[src/rtl/clkrst_bank_pkg.sv]
package clkrst_bank_pkg;
  typedef enum logic [0:0] {GRP_RST = 1'b0, GRP_CLK = 1'b1} grp_e;
endpackage

[src/rtl/clkrst_sc_word.sv]
module clkrst_sc_word #(
  parameter int unsigned WIDTH = 32,
  parameter logic [WIDTH-1:0] RST_VAL = '0
) (
  input  logic             clk_i,
  input  logic             rst_ni,
  input  logic             set_i,
  input  logic             clr_i,
  input  logic [WIDTH-1:0] mask_i,
  output logic [WIDTH-1:0] q_o
);
  logic [WIDTH-1:0] q_d;

  always_comb begin
    q_d = q_o;
    if (set_i) q_d = q_d | mask_i;
    if (clr_i) q_d = q_d & ~mask_i;
  end

  always_ff @(posedge clk_i or negedge rst_ni) begin
    if (!rst_ni) q_o <= RST_VAL;
    else         q_o <= q_d;
  end
endmodule

[src/rtl/clkrst_decode.sv]
module clkrst_decode #(
  parameter int unsigned ADDR_W   = 12,
  parameter int unsigned N_WORDS  = 2,
  parameter logic [ADDR_W-1:0] RST_BASE = 12'h040,
  parameter logic [ADDR_W-1:0] CLK_BASE = 12'h080,
  parameter int unsigned WORD_STEP = 16,
  parameter int unsigned CLR_OFS   = 4
) (
  input  logic              req_i,
  input  logic              we_i,
  input  logic [ADDR_W-1:0] addr_i,
  output logic [2*N_WORDS-1:0] set_o,
  output logic [2*N_WORDS-1:0] clr_o,
  output logic [2*N_WORDS-1:0] rd_sel_o
);
  import clkrst_bank_pkg::*;
  localparam int unsigned NREG = 2 * N_WORDS;

  logic [NREG-1:0] hit_set, hit_clr;

  for (genvar g = 0; g < 2; g++) begin : g_grp
    localparam logic [ADDR_W-1:0] GBASE = (g == int'(GRP_RST)) ? RST_BASE : CLK_BASE;
    for (genvar w = 0; w < N_WORDS; w++) begin : g_word
      localparam logic [ADDR_W-1:0] SET_A = GBASE + ADDR_W'(w * WORD_STEP);
      localparam logic [ADDR_W-1:0] CLR_A = SET_A + ADDR_W'(CLR_OFS);
      assign hit_set[g*N_WORDS+w] = (addr_i == SET_A);
      assign hit_clr[g*N_WORDS+w] = (addr_i == CLR_A);
    end
  end

  assign set_o    = (req_i &&  we_i) ? hit_set : '0;
  assign clr_o    = (req_i &&  we_i) ? hit_clr : '0;
  assign rd_sel_o = (req_i && !we_i) ? (hit_set | hit_clr) : '0;
endmodule

[src/rtl/clkrst_bank.sv]
module clkrst_bank #(
  parameter int unsigned N_LINES  = 64,
  parameter int unsigned DATA_W   = 32,
  parameter int unsigned ADDR_W   = 12,
  parameter logic [ADDR_W-1:0] RST_BASE = 12'h040,
  parameter logic [ADDR_W-1:0] CLK_BASE = 12'h080,
  parameter int unsigned WORD_STEP = 16,
  parameter int unsigned CLR_OFS   = 4,
  parameter logic [N_LINES-1:0] RUN_AT_RESET = 64'h0000_0004_0000_0061,
  parameter logic [N_LINES-1:0] INV_POL      = 64'h0000_0000_0000_4000
) (
  input  logic               clk_i,
  input  logic               rst_ni,
  input  logic               req_i,
  input  logic               we_i,
  input  logic [ADDR_W-1:0]  addr_i,
  input  logic [DATA_W-1:0]  wdata_i,
  output logic [DATA_W-1:0]  rdata_o,
  output logic [N_LINES-1:0] rst_o,
  output logic [N_LINES-1:0] clk_en_o
);
  import clkrst_bank_pkg::*;
  localparam int unsigned N_WORDS = N_LINES / DATA_W;
  localparam int unsigned NREG    = 2 * N_WORDS;
  // stored stop value giving the requested run state at reset
  localparam logic [N_LINES-1:0] STOP_RST = ~(RUN_AT_RESET ^ INV_POL);

  logic [NREG-1:0]   set_s, clr_s, rd_sel;
  logic [DATA_W-1:0] word_q [NREG];
  logic [N_LINES-1:0] rst_q, stop_q;

  clkrst_decode #(
    .ADDR_W(ADDR_W), .N_WORDS(N_WORDS), .RST_BASE(RST_BASE), .CLK_BASE(CLK_BASE),
    .WORD_STEP(WORD_STEP), .CLR_OFS(CLR_OFS)
  ) u_dec (
    .req_i(req_i), .we_i(we_i), .addr_i(addr_i),
    .set_o(set_s), .clr_o(clr_s), .rd_sel_o(rd_sel)
  );

  for (genvar g = 0; g < 2; g++) begin : g_grp
    for (genvar w = 0; w < N_WORDS; w++) begin : g_word
      localparam int unsigned K = g * N_WORDS + w;
      localparam logic [DATA_W-1:0] RV =
        (g == int'(GRP_RST)) ? '1 : STOP_RST[w*DATA_W +: DATA_W];
      clkrst_sc_word #(.WIDTH(DATA_W), .RST_VAL(RV)) u_word (
        .clk_i(clk_i), .rst_ni(rst_ni), .set_i(set_s[K]), .clr_i(clr_s[K]),
        .mask_i(wdata_i), .q_o(word_q[K])
      );
      if (g == int'(GRP_RST)) begin : g_r
        assign rst_q[w*DATA_W +: DATA_W] = word_q[K];
      end else begin : g_c
        assign stop_q[w*DATA_W +: DATA_W] = word_q[K];
      end
    end
  end

  always_comb begin
    rdata_o = '0;
    for (int k = 0; k < int'(NREG); k++)
      if (rd_sel[k]) rdata_o = rdata_o | word_q[k];
  end

  assign rst_o    = rst_q;
  assign clk_en_o = ~(stop_q ^ INV_POL);
endmodule

[config.mk]
export PLATFORM = sky130hd
export DESIGN_NAME = clkrst_bank
export DESIGN_NICKNAME = d
export VERILOG_FILES = /design/src/rtl/clkrst_bank_pkg.sv /design/src/rtl/clkrst_sc_word.sv /design/src/rtl/clkrst_decode.sv /design/src/rtl/clkrst_bank.sv
export SDC_FILE = /design/constraint.sdc
export NUM_CORES = 1
export LEC_CHECK = 0
export BUFFER_PORTS_ARGS = -buffer_cell sky130_fd_sc_hd__clkbuf_2
export CORE_MARGIN = 4
export CORE_UTILIZATION = 55
export CTS_CLUSTER_SIZE = 12
export DETAILED_ROUTE_END_ITERATION = 6
export PLACE_DENSITY = 0.82
export SETUP_SLACK_MARGIN = 0.3
export SKIP_LAST_GASP = 1
export SLEW_MARGIN = 20
export SYNTH_ARGS = -nofsm -noshare
export SYNTH_HDL_FRONTEND = slang
export SYNTH_SLANG_ARGS = --single-unit
[constraint.sdc]
create_clock -name clk_i -period 2.9 [get_ports clk_i]
set_input_delay 0.145 -clock clk_i [delete_from_list [all_inputs] [get_ports clk_i]]
set_output_delay 0.145 -clock clk_i [all_outputs]
set_load 0.03 [all_outputs]
==> out/metrics.yaml, run 1 <==
run_status:
  status: "finished clean"
grt:
  antenna_found_initial: 0
  grt_pass1_wl_microns: 41900
  grtUsageTotal_pct: 29.0
  grt_pass1_vias: 7624
  grt-ovfl-total: 0
  grt_max_degree: 123
sta:
  finalCriticalPeriod_ns: 2.06
  finalCritPeriodShare_pct: 71.0
  setup_viol: 0
  worstMarginPinSlew_ns: 0.728
  rsz0062_at_grt: "false"
  relSlewSlack_pct: 51.5
  fin_skew_ns: 0
  finalHoldViolCount: 0
  fmax_ghz: 0.486
  slew_violations: 0
  fin_tns_setup_ns: 0
pwr:
  power.total_uw: 4530
  p_per_area_mw_per_mm2: 432
  p_leak_uw: 0.00641
  peakVddDrop_v: 0.000364
final_layout:
  fillers: 1257
  area_growth_pct: 19.9
  antenna_cells: 0
  layout_common_cells: "202 x clkbuf_2, 158 x and3b_1, 129 x inv_1"
  layout_commonest_cell: "clkbuf_2"
  drive_gt1_share_pct: 36.6
  num-nets-final: 1112
clock_network:
  clk_latency_ns: 0.42
  post-cts-setup-buffer-count: 0
  cts_resized: 0
  numCtsBuffers: 17
  cts_tree: "done"
  holdBufCountCts: 0
  cts.htree.levels: 4
  root_buffer: "clkbuf_16"
  cts.sink_count: 128
  clk_pin_slew_worst_paths_ns: 0.06
  cts_max_path_buffers: 2
drt:
  via_per_inst: 6.16
  drc: 0
  routed_wl_microns: 26300
  first_pass_iters: 5
  routedWlPerCell_microns: 20.4
  vias: 7940
  ant_nets: 0
  drt_iter0_markers: 672
synthesis:
  synth_seq_cells: 128
  synth.distinct_cells: 20
  syn_avg_cell_area_sq_um: 9.49
  syn-cell-area_sq_mm: 0.00876
  synthCells: 923
  yosys_warnings: 0
  syn-num-nets: 971
  ys_seq_area_share_pct: 38.3
setup_path:
  path_buf_inv: 3
  cp.arrival_ns: 1.91
  critical_path.cell_chain: "buf_2, buf_4, and3b_1, o211ai_1, a21oi_1, clkbuf_2"
  slowest_delay_ns: 0.51
  worst_path_max_delay_cell: "buf_4"
  required_ns: 2.76
  cp_max_fo: 56
  worstSetupPathType: "in2out"
  cp-end-kind: "output pin"
  cpLargestDelayFamily: "buffers and inverters"
  crit_path_start_kind: "primary input"
floorplanning:
  rows: 45
  core_area_sq_mm: 0.0154
  die-width_microns: 134
  dieHeight_microns: 134
  io_pins: 208
  start_util_pct: 56.8
  die_area_sq_mm: 0.0180
place:
  hpwl_microns: 17100
  gp_congestion: 0.834
  portBuffers: 207
flow_run:
  maxCapViolCount: 0
hold_path:
  min_path_type: "in2async"
-- layer usage --
metal / part of all wire [%] / wire length, microns / GRT usage, %
met1: 42 / 11000 / 39.1
met2: 49 / 12800 / 46.8
met3: 7.8 / 2050 / 6.56
met4: 1.8 / 480 / 8.48
met5: 0 / 0 / 0
-- worst register-to-register path, stage by stage, from the launching register on --
cell     delay, ns
dfstp_2       0.53
inv_1         0.07
mux2i_1       0.18
-- synth_stat cells --
library cell	count	area, sq um
buf_1	16	60.1
nor2_1	1	3.75
and3b_1	160	1400
a21oi_1	32	160
nand4_1	128	801
and4b_1	2	20.0
mux2i_1	128	1280
buf_4	8	60.1
o211ai_1	64	480
nand2_1	1	3.75
dfrtp_1	5	125
nor4_2	1	12.5
inv_1	129	484
dfstp_2	123	3230
buf_2	18	90.1
nor4b_4	1	23.8
clkbuf_1	73	274
nor3_1	1	5.00
nor3b_1	31	233
nor4bb_1	1	10.0
-- report_power, final --
part	total, uW	switching, uW	leakage [uW]	internal, uW
sequential	1810	3.01	0.00134	1800
combinational	459	302	0.00477	156
clock	2270	791	0.000307	1480
total	4530	1100	0.00641	3440
-- area by class of cell --
class | count | area, sq um | area share, %
Multi-Input combinational cell | 551 | 4450 | 42.3
Clock buffer | 21 | 460 | 4.38
Timing Repair Buffer | 237 | 1330 | 12.7
Clock inverter | 11 | 161 | 1.54
Tap cell | 211 | 264 | 2.51
Inverter | 129 | 484 | 4.61
Sequential cell | 128 | 3360 | 32.0
-- cells by family (layout without fill, tap and decap cells) --
kind of cell | after synthesis | in the layout | synth area share [%]
compound gates | 96 | 96 | 7.31
simple gates | 327 | 327 | 28.7
mux | 128 | 128 | 14.6
buf+inv | 244 | 398 | 11.1
flops | 128 | 128 | 38.3
-- through the flow --
stage | area [sq um] | cells | hold WS (ns) | util, % | worst slack, ns
4_1_cts | 10500 | 1288 | 0.0742 | 68.1 | 0.871
3_3_place_gp | 9880 | 1256 | 0.462 | 64.0 | 0.884
3_5_place_dp | 9880 | 1256 | 0.470 | 64.0 | 0.823
6_report | 10500 | 1288 | 0.0447 | 68.1 | 0.842
2_1_floorplan | 8760 | 923 | -0.151 | - | 1.17
5_1_grt | 10500 | 1288 | 0.0956 | 68.1 | 0.741
-- worst paths after layout --
path	cells after the start	startpoint	to	slack (ns)
setup / recovery	6	addr_i[6]	rdata_o[7]	0.84
hold / removal	1	rst_ni	async pin	0.04
setup reg to reg	2	register	register	2.05
hold reg to reg	2	register	register	0.48
max in group asynchronous	2	rst_ni	async pin	2.37
min in group clk_i	4	wdata_i[2]	register	0.14
No activity file was read; power rests on OpenSTA's default activity.
==> run 2, diff against run 1 <==
--- a/config.mk
+++ b/config.mk
@@ -5,12 +5,13 @@
 export SDC_FILE = /design/constraint.sdc
 export NUM_CORES = 1
 export LEC_CHECK = 0
+export ABC_AREA = 1
 export BUFFER_PORTS_ARGS = -buffer_cell sky130_fd_sc_hd__clkbuf_2
 export CORE_MARGIN = 4
-export CORE_UTILIZATION = 55
+export CORE_UTILIZATION = 48
 export CTS_CLUSTER_SIZE = 12
 export DETAILED_ROUTE_END_ITERATION = 6
-export PLACE_DENSITY = 0.82
+export PLACE_DENSITY = 0.77
 export SETUP_SLACK_MARGIN = 0.3
 export SKIP_LAST_GASP = 1
 export SLEW_MARGIN = 20
==> constraint.sdc (replaced) <==
create_clock -name clk_i -period 1.7 [get_ports clk_i]
set_input_delay 0.085 -clock clk_i [delete_from_list [all_inputs] [get_ports clk_i]]
set_output_delay 0.085 -clock clk_i [all_outputs]
set_load 0.03 [all_outputs]
==> run 2 against run 1 <==
Utilization grew 2.9 points. Hold slack lost 0.038 ns. Clock skew is the same. Register-to-register slack lost 1.4 ns. Non-clock buffer count grew 51. Routed wire length grew 0.42%. Cell area grew 2.7%. Clock power grew 73%. Critical path depth grew 6. Synthesized cell count grew 8.0%. Sequential power grew 70%. Critical endpoint is now rdata_o[5]. Highest routed layer unchanged.
==> out/metrics.yaml, run 2 <==
run_status:
  status: "finished clean"
sta:
  finalCriticalPeriod_ns: 1.55
  fin_tns_setup_ns: 0
  slew_violations: 0
  finalHoldViolCount: 0
  relSlewSlack_pct: 52.4
  worst_hold_slack_ns: 0.00718
  rsz0062_at_grt: "true"
  worstMarginPinSlew_ns: 0.714
  fmax_ghz: 0.646
  finalCritPeriodShare_pct: 91.1
  fin_skew_ns: 0
  setup_viol: 0
flow_run:
  maxCapViolCount: 0
clock_network:
  clk_latency_ns: 0.42
  cts.htree.levels: 4
  cts_max_path_buffers: 2
  cts.sink_count: 128
  root_buffer: "clkbuf_16"
  cts_tree: "done"
  clk_pin_slew_worst_paths_ns: 0.06
  numCtsBuffers: 17
synthesis:
  synthAdderAreaFrac_pct: 0
  syn-cell-area_sq_mm: 0.00743
  yosysMostFrequentCell: "inv_1"
  ys_seq_area_share_pct: 45.2
  synth_top_cell_area_share_pct: 43.5
  synth_mux_area_share_pct: 0
  synthCells: 997
  synth-main-ff-cell: "dfstp_2"
  synthArstFlopShare_pct: 100
  synthTopCellsByCount: "297 x inv_1, 136 x nand3_1, 123 x dfstp_2, 116 x o21ai_0, 108 x nand2_1"
  syn-num-nets: 1045
  synth_compound_area_share_pct: 19.4
  synth.distinct_cells: 19
  yosys_warnings: 0
  synth_seq_cells: 128
  synth_top_area_cell: "dfstp_2"
  syn_avg_cell_area_sq_um: 7.45
  synth_top_family_by_area: "compound AO/OA/AOI/OAI gates"
  synth.top_cells.by_area: "dfstp_2 43%, inv_1 15%, nand3_1 9.2%, o21ai_0 7.8%, o21bai_1 6.6%"
  synth_edf_count: 0
  synth_xor_area_share_pct: 0
  synth-simple-area-share_pct: 16.6
final_layout:
  multi_input_area_sq_mm: 0.00315
  finalInstanceArea_sq_mm: 0.0108
  layout_commonest_cell: "inv_1"
  ff_latch_area_sq_mm: 0.00336
  num-nets-final: 1301
  layout_common_cells: "283 x inv_1, 167 x clkbuf_2, 123 x dfstp_2"
  drive_gt1_share_pct: 44.5
  area_growth_pct: 45.2
  antenna_cells: 0
  fillers: 1116
pwr:
  combPwrFrac_pct: 5.4
  p_leak_uw: 0.00598
  seq_power_share_pct: 41.6
  p_clk_share_pct: 53.1
  switchingPower_uw: 1750
  peakVddDrop_v: 0.000701
  p_sw_share_pct: 23.5
  p_per_area_mw_per_mm2: 687
  p_int_uw: 5670
grt:
  grt_pass1_wl_microns: 38700
  grt-ovfl-total: 0
  antenna_found_initial: 0
  met3_usage_pct: 6.69
  grt_max_degree: 129
  grtUsageTotal_pct: 27.5
  gr-usage-met2_pct: 46.1
  use_met1_pct: 34.9
  top_usage_layer: "met2"
  grt_pass1_vias: 7357
setup_path:
  required_ns: 1.62
  crit_path_start_kind: "primary input"
  cp-end-kind: "output pin"
  worstSetupPathType: "in2out"
  cp_max_fo: 8
  cp.arrival_ns: 1.46
drt:
  drc: 0
  vias: 7799
  ant_nets: 0
  first_pass_iters: 6
  via_per_inst: 5.36
  routedWlPerCell_microns: 18.2
  drt_iter0_markers: 782
  routed_wl_microns: 26400
hold_path:
  min_path_type: "in2reg"
place:
  hpwl_microns: 15100
  portBuffers: 207
  gp_congestion: 0.883
  place_area_sq_mm: 0.00878
floorplanning:
  core_area_sq_mm: 0.0152
  start_util_pct: 48.9
  die-width_microns: 132
  io_pins: 208
  rows: 45
  die_area_sq_mm: 0.0175
  dieHeight_microns: 132
-- run 2: layer usage --
layer / up-vias / wire [microns] / part of all wire (%)
li1: 3588 / - / -
met2: 443 / 12900 / 49
met4: 0 / 827 / 3.1
met3: 67 / 2460 / 9.3
met5: - / 0 / 0
met1: 3701 / 10200 / 39
-- run 2: final cells by class --
| type | instances | area share, % |
|---|---|---|
| well taps | 188 | 2.18 |
| repair buffers | 288 | 21.3 |
| inverters | 297 | 10.4 |
| clock inverters | 14 | 1.75 |
| clock buffers | 18 | 4.07 |
| multi-input cells | 521 | 29.2 |
| flip-flops and latches | 128 | 31.1 |
-- run 2: repair_timing --
action,CTS,global route
pin swaps,38,68
buffers inserted,36,4
resized for setup,107,153
endpoints found under the setup margin,32,35
cloned,3,5
hold endpoints to repair,5,0
hold buffers,1,0
-- run 2: cell families after synthesis --
kind of cell | Yosys count
buf+inv | 348
simple gates | 265
compound gates | 256
flops | 128
-- run 2: worst max-delay path, stage by stage --
cell       delay [ns]
clkbuf_2         0.10
inv_1            0.06
nand2_1          0.13
nor2_4           0.18
nand3_2          0.12
nand2_4          0.17
clkbuf_16        0.18
nand3_1          0.06
nand2_1          0.10
inv_1            0.05
nand2_1          0.06
buf_4            0.15
-- run 2: power by group through the flow --
stage	clock network, uW	registers [uW]	logic (uW)
floorplan	0	3130	143
detailed placement	0	3120	335
CTS	3940	3080	356
global placement	0	3120	329
finish	3930	3080	400
global route	4110	3080	437
-- run 2: path summary, 6_finish.rpt --
| kind | from | end | slack (ns) | cells after the start |
|---|---|---|---|---|
| min in group asynchronous | rst_ni | async pin | 0.33 | 3 |
| worst min register to register | register | register | 0.60 | 4 |
| max in group asynchronous | rst_ni | async pin | 0.88 | 3 |
| worst max-delay path | addr_i[6] | rdata_o[5] | 0.15 | 12 |
| worst max register to register | register | register | 0.65 | 4 |
| worst min-delay path | wdata_i[28] | register | 0.007 | 4 |
-- run 2: through the flow --
stage / total power, uW / util, % / setup slack, ns / instances
floorplan: 3270 / - / 0.412 / 997
global placement: 3450 / 57.7 / 0.0600 / 1373
detailed placement: 3460 / 57.7 / 0.0409 / 1373
CTS: 7380 / 67.1 / 0.194 / 1445
global route: 7620 / 71.0 / 0.0654 / 1454
finish: 7410 / 71.0 / 0.151 / 1454
==> run 3, diff against run 2 <==
--- a/config.mk
+++ b/config.mk
@@ -5,13 +5,12 @@
 export SDC_FILE = /design/constraint.sdc
 export NUM_CORES = 1
 export LEC_CHECK = 0
-export ABC_AREA = 1
 export BUFFER_PORTS_ARGS = -buffer_cell sky130_fd_sc_hd__clkbuf_2
 export CORE_MARGIN = 4
-export CORE_UTILIZATION = 48
+export CORE_UTILIZATION = 50
 export CTS_CLUSTER_SIZE = 12
 export DETAILED_ROUTE_END_ITERATION = 6
-export PLACE_DENSITY = 0.77
+export PLACE_DENSITY = 0.78
 export SETUP_SLACK_MARGIN = 0.3
 export SKIP_LAST_GASP = 1
 export SLEW_MARGIN = 20
==> run 3 against run 2 <==
The flow now finishes with violations (negative setup slack). Sequential cell count is the same. First-iteration DRC count is 28% lower. Routed wire length is 8.4% higher. Sequential share of layout area fell by 2.5 points. Via count grew 6.6%. Sequential power about the same. Register-to-register slack gained 0.12 ns. Clock skew unchanged. Global-route usage up 0.84 points. Clock power decreased by 4%. Critical path depth fell by 8. Die area increased by 12%.
==> out/metrics.yaml, run 3 (synthesis results as in run 1) <==
setup_path:
  cp.arrival_ns: 1.66
  reg2reg_depth: 3
  worst_path_max_delay_cell: "dfstp_2"
  endpoint: "rdata_o[3]"
  required_ns: 1.62
  slowest_delay_ns: 0.54
  crit_path_start_kind: "register"
  critical_path.cell_chain: "and3b_1, o211ai_1, a21oi_4, buf_8"
  cp_max_fo: 2
  cp-end-kind: "output pin"
  worstSetupPathType: "reg2out"
  rrSetupSlack_ns: 0.77
floorplanning:
  start_util_pct: 50.8
  core_area_sq_mm: 0.0172
  io_pins: 208
  die-width_microns: 140
  dieHeight_microns: 140
  die_area_sq_mm: 0.0197
  rows: 48
pwr:
  power.total_uw: 7750
  p_int_uw: 5880
  p_leak_uw: 0.00677
  p_clk_share_pct: 48.9
  p_sw_share_pct: 24.1
  p_per_area_mw_per_mm2: 661
  combPwrFrac_pct: 11.4
  seq_power_share_pct: 39.8
  peakVddDrop_v: 0.000668
  switchingPower_uw: 1870
sta:
  fin_skew_ns: 0
  fmax_ghz: 0.572
  slew_violations: 0
  finalCritPeriodShare_pct: 103
  setup_viol: 8
  rsz0062_at_grt: "true"
  worstMarginPinSlew_ns: 0.522
  finalCriticalPeriod_ns: 1.75
  relSlewSlack_pct: 64.7
  finalHoldViolCount: 0
  finalWorstSetupSlack_ns: -0.0494
drt:
  ant_nets: 0
  first_pass_iters: 5
  routedWlPerCell_microns: 21.2
  drc: 0
  drt_iter0_markers: 566
  vias: 8313
  via_per_inst: 6.17
  routed_wl_microns: 28600
place:
  gp_congestion: 0.863
  hpwl_microns: 18300
  place_area_sq_mm: 0.0105
  portBuffers: 207
final_layout:
  final_util_pct: 68.0
  antenna_cells: 0
  area_growth_pct: 33.7
  drive_gt1_share_pct: 42.0
  layout_common_cells: "168 x clkbuf_2, 158 x and3b_1, 129 x inv_1"
  num-nets-final: 1160
  finalInstanceArea_sq_mm: 0.0117
  layout_commonest_cell: "clkbuf_2"
run_status:
  failed_checks: "negative setup slack"
  status: "complete, but fails checks"
clock_network:
  root_buffer: "clkbuf_16"
  clk_latency_ns: 0.42
  cts.sink_count: 128
  cts_tree: "done"
  cts_max_path_buffers: 2
  clk_pin_slew_worst_paths_ns: 0.05
  cts.htree.levels: 4
  numCtsBuffers: 17
grt:
  grtUsageTotal_pct: 28.4
  grt_pass1_wl_microns: 45100
  antenna_found_initial: 0
  grt_max_degree: 72
  grt_pass1_vias: 8229
  grt-ovfl-total: 0
flow_run:
  maxCapViolCount: 0
hold_path:
  min_path_type: "in2reg"
==> run 3: cell count changes in the layout (fill, tap and decap cells not counted), sizes merged, moves of 64 or more <==
cell	previous run	this run
o211ai	0	64
nand3	140	0
o21bai	65	0
mux2i	0	128
nand2	113	1
inv	298	129
and3b	0	160
o21ai	191	0
nand4	0	128
==> run 3: worst min-delay path by stage <==
stage                            from        end  slack (ns)  cells past startpoint
final                      wdata_i[9]   register        0.08                      4
after detailed placement       rst_ni  async pin        0.21                      1
after floorplan                rst_ni  async pin       -0.21                      0
after CTS                  wdata_i[9]   register        0.06                      4
after global routing      wdata_i[28]   register        0.07                      4
after global placement         rst_ni  async pin        0.21                      1
==> run 3: area by class of cell <==
type	instances	area, sq um
fillers	1301	5520
well taps	225	282
clock buffers	24	502
clock inverters	6	105
flip-flops and latches	128	3360
repair buffers	285	2190
multi-input cells	551	4790
inverters	129	484
==> run 3: repair_timing <==
item	CTS	global route
setup endpoints to repair	32	38
buffers inserted	29	8
pin swaps	53	36
hold buffers	1	0
hold endpoints to repair	16	0
resized for setup	64	16
==> run 3: power by group through the flow <==
stage                     Sequential (uW)  Clock [uW]  Combinational, uW
after floorplan                      3130           0                490
after global placement               3120           0                848
after detailed placement             3120           0                861
after CTS                            3080        3830                871
after global routing                 3080        3980                942
final                                3080        3790                880
==> run 3: routing by layer <==
layer | track usage [%] | up-vias | share of wire, % | routed length [microns]
li1 | - | 3689 | - | -
met5 | 0 | - | 0 | 0
met4 | 13.5 | 0 | 4.4 | 1250
met1 | 36.6 | 4110 | 40 | 11300
met2 | 45.1 | 415 | 48 | 13700
met3 | 6.59 | 99 | 8.4 | 2390
==> run 3: per-stage QoR <==
step | hold slack (ns) | std cells | setup TNS [ns] | setup slack [ns]
finish | 0.0760 | 1348 | -0.159 | -0.0494
detailed placement | 0.213 | 1280 | 0 | 0.0137
floorplan | -0.211 | 923 | 0 | 0.250
global placement | 0.212 | 1280 | 0 | 0.0785
CTS | 0.0629 | 1340 | -0.233 | -0.0466
global route | 0.0697 | 1348 | -1.27 | -0.103
==> run 3: critical path, delay by kind of cell, from the launching register on <==
family / cells / cell delay (ns)
AO/OA/AOI/OAI: 2 / 0.40
buffers and inverters: 1 / 0.14
flip-flops: 1 / 0.54
AND/OR/NAND/NOR: 1 / 0.17
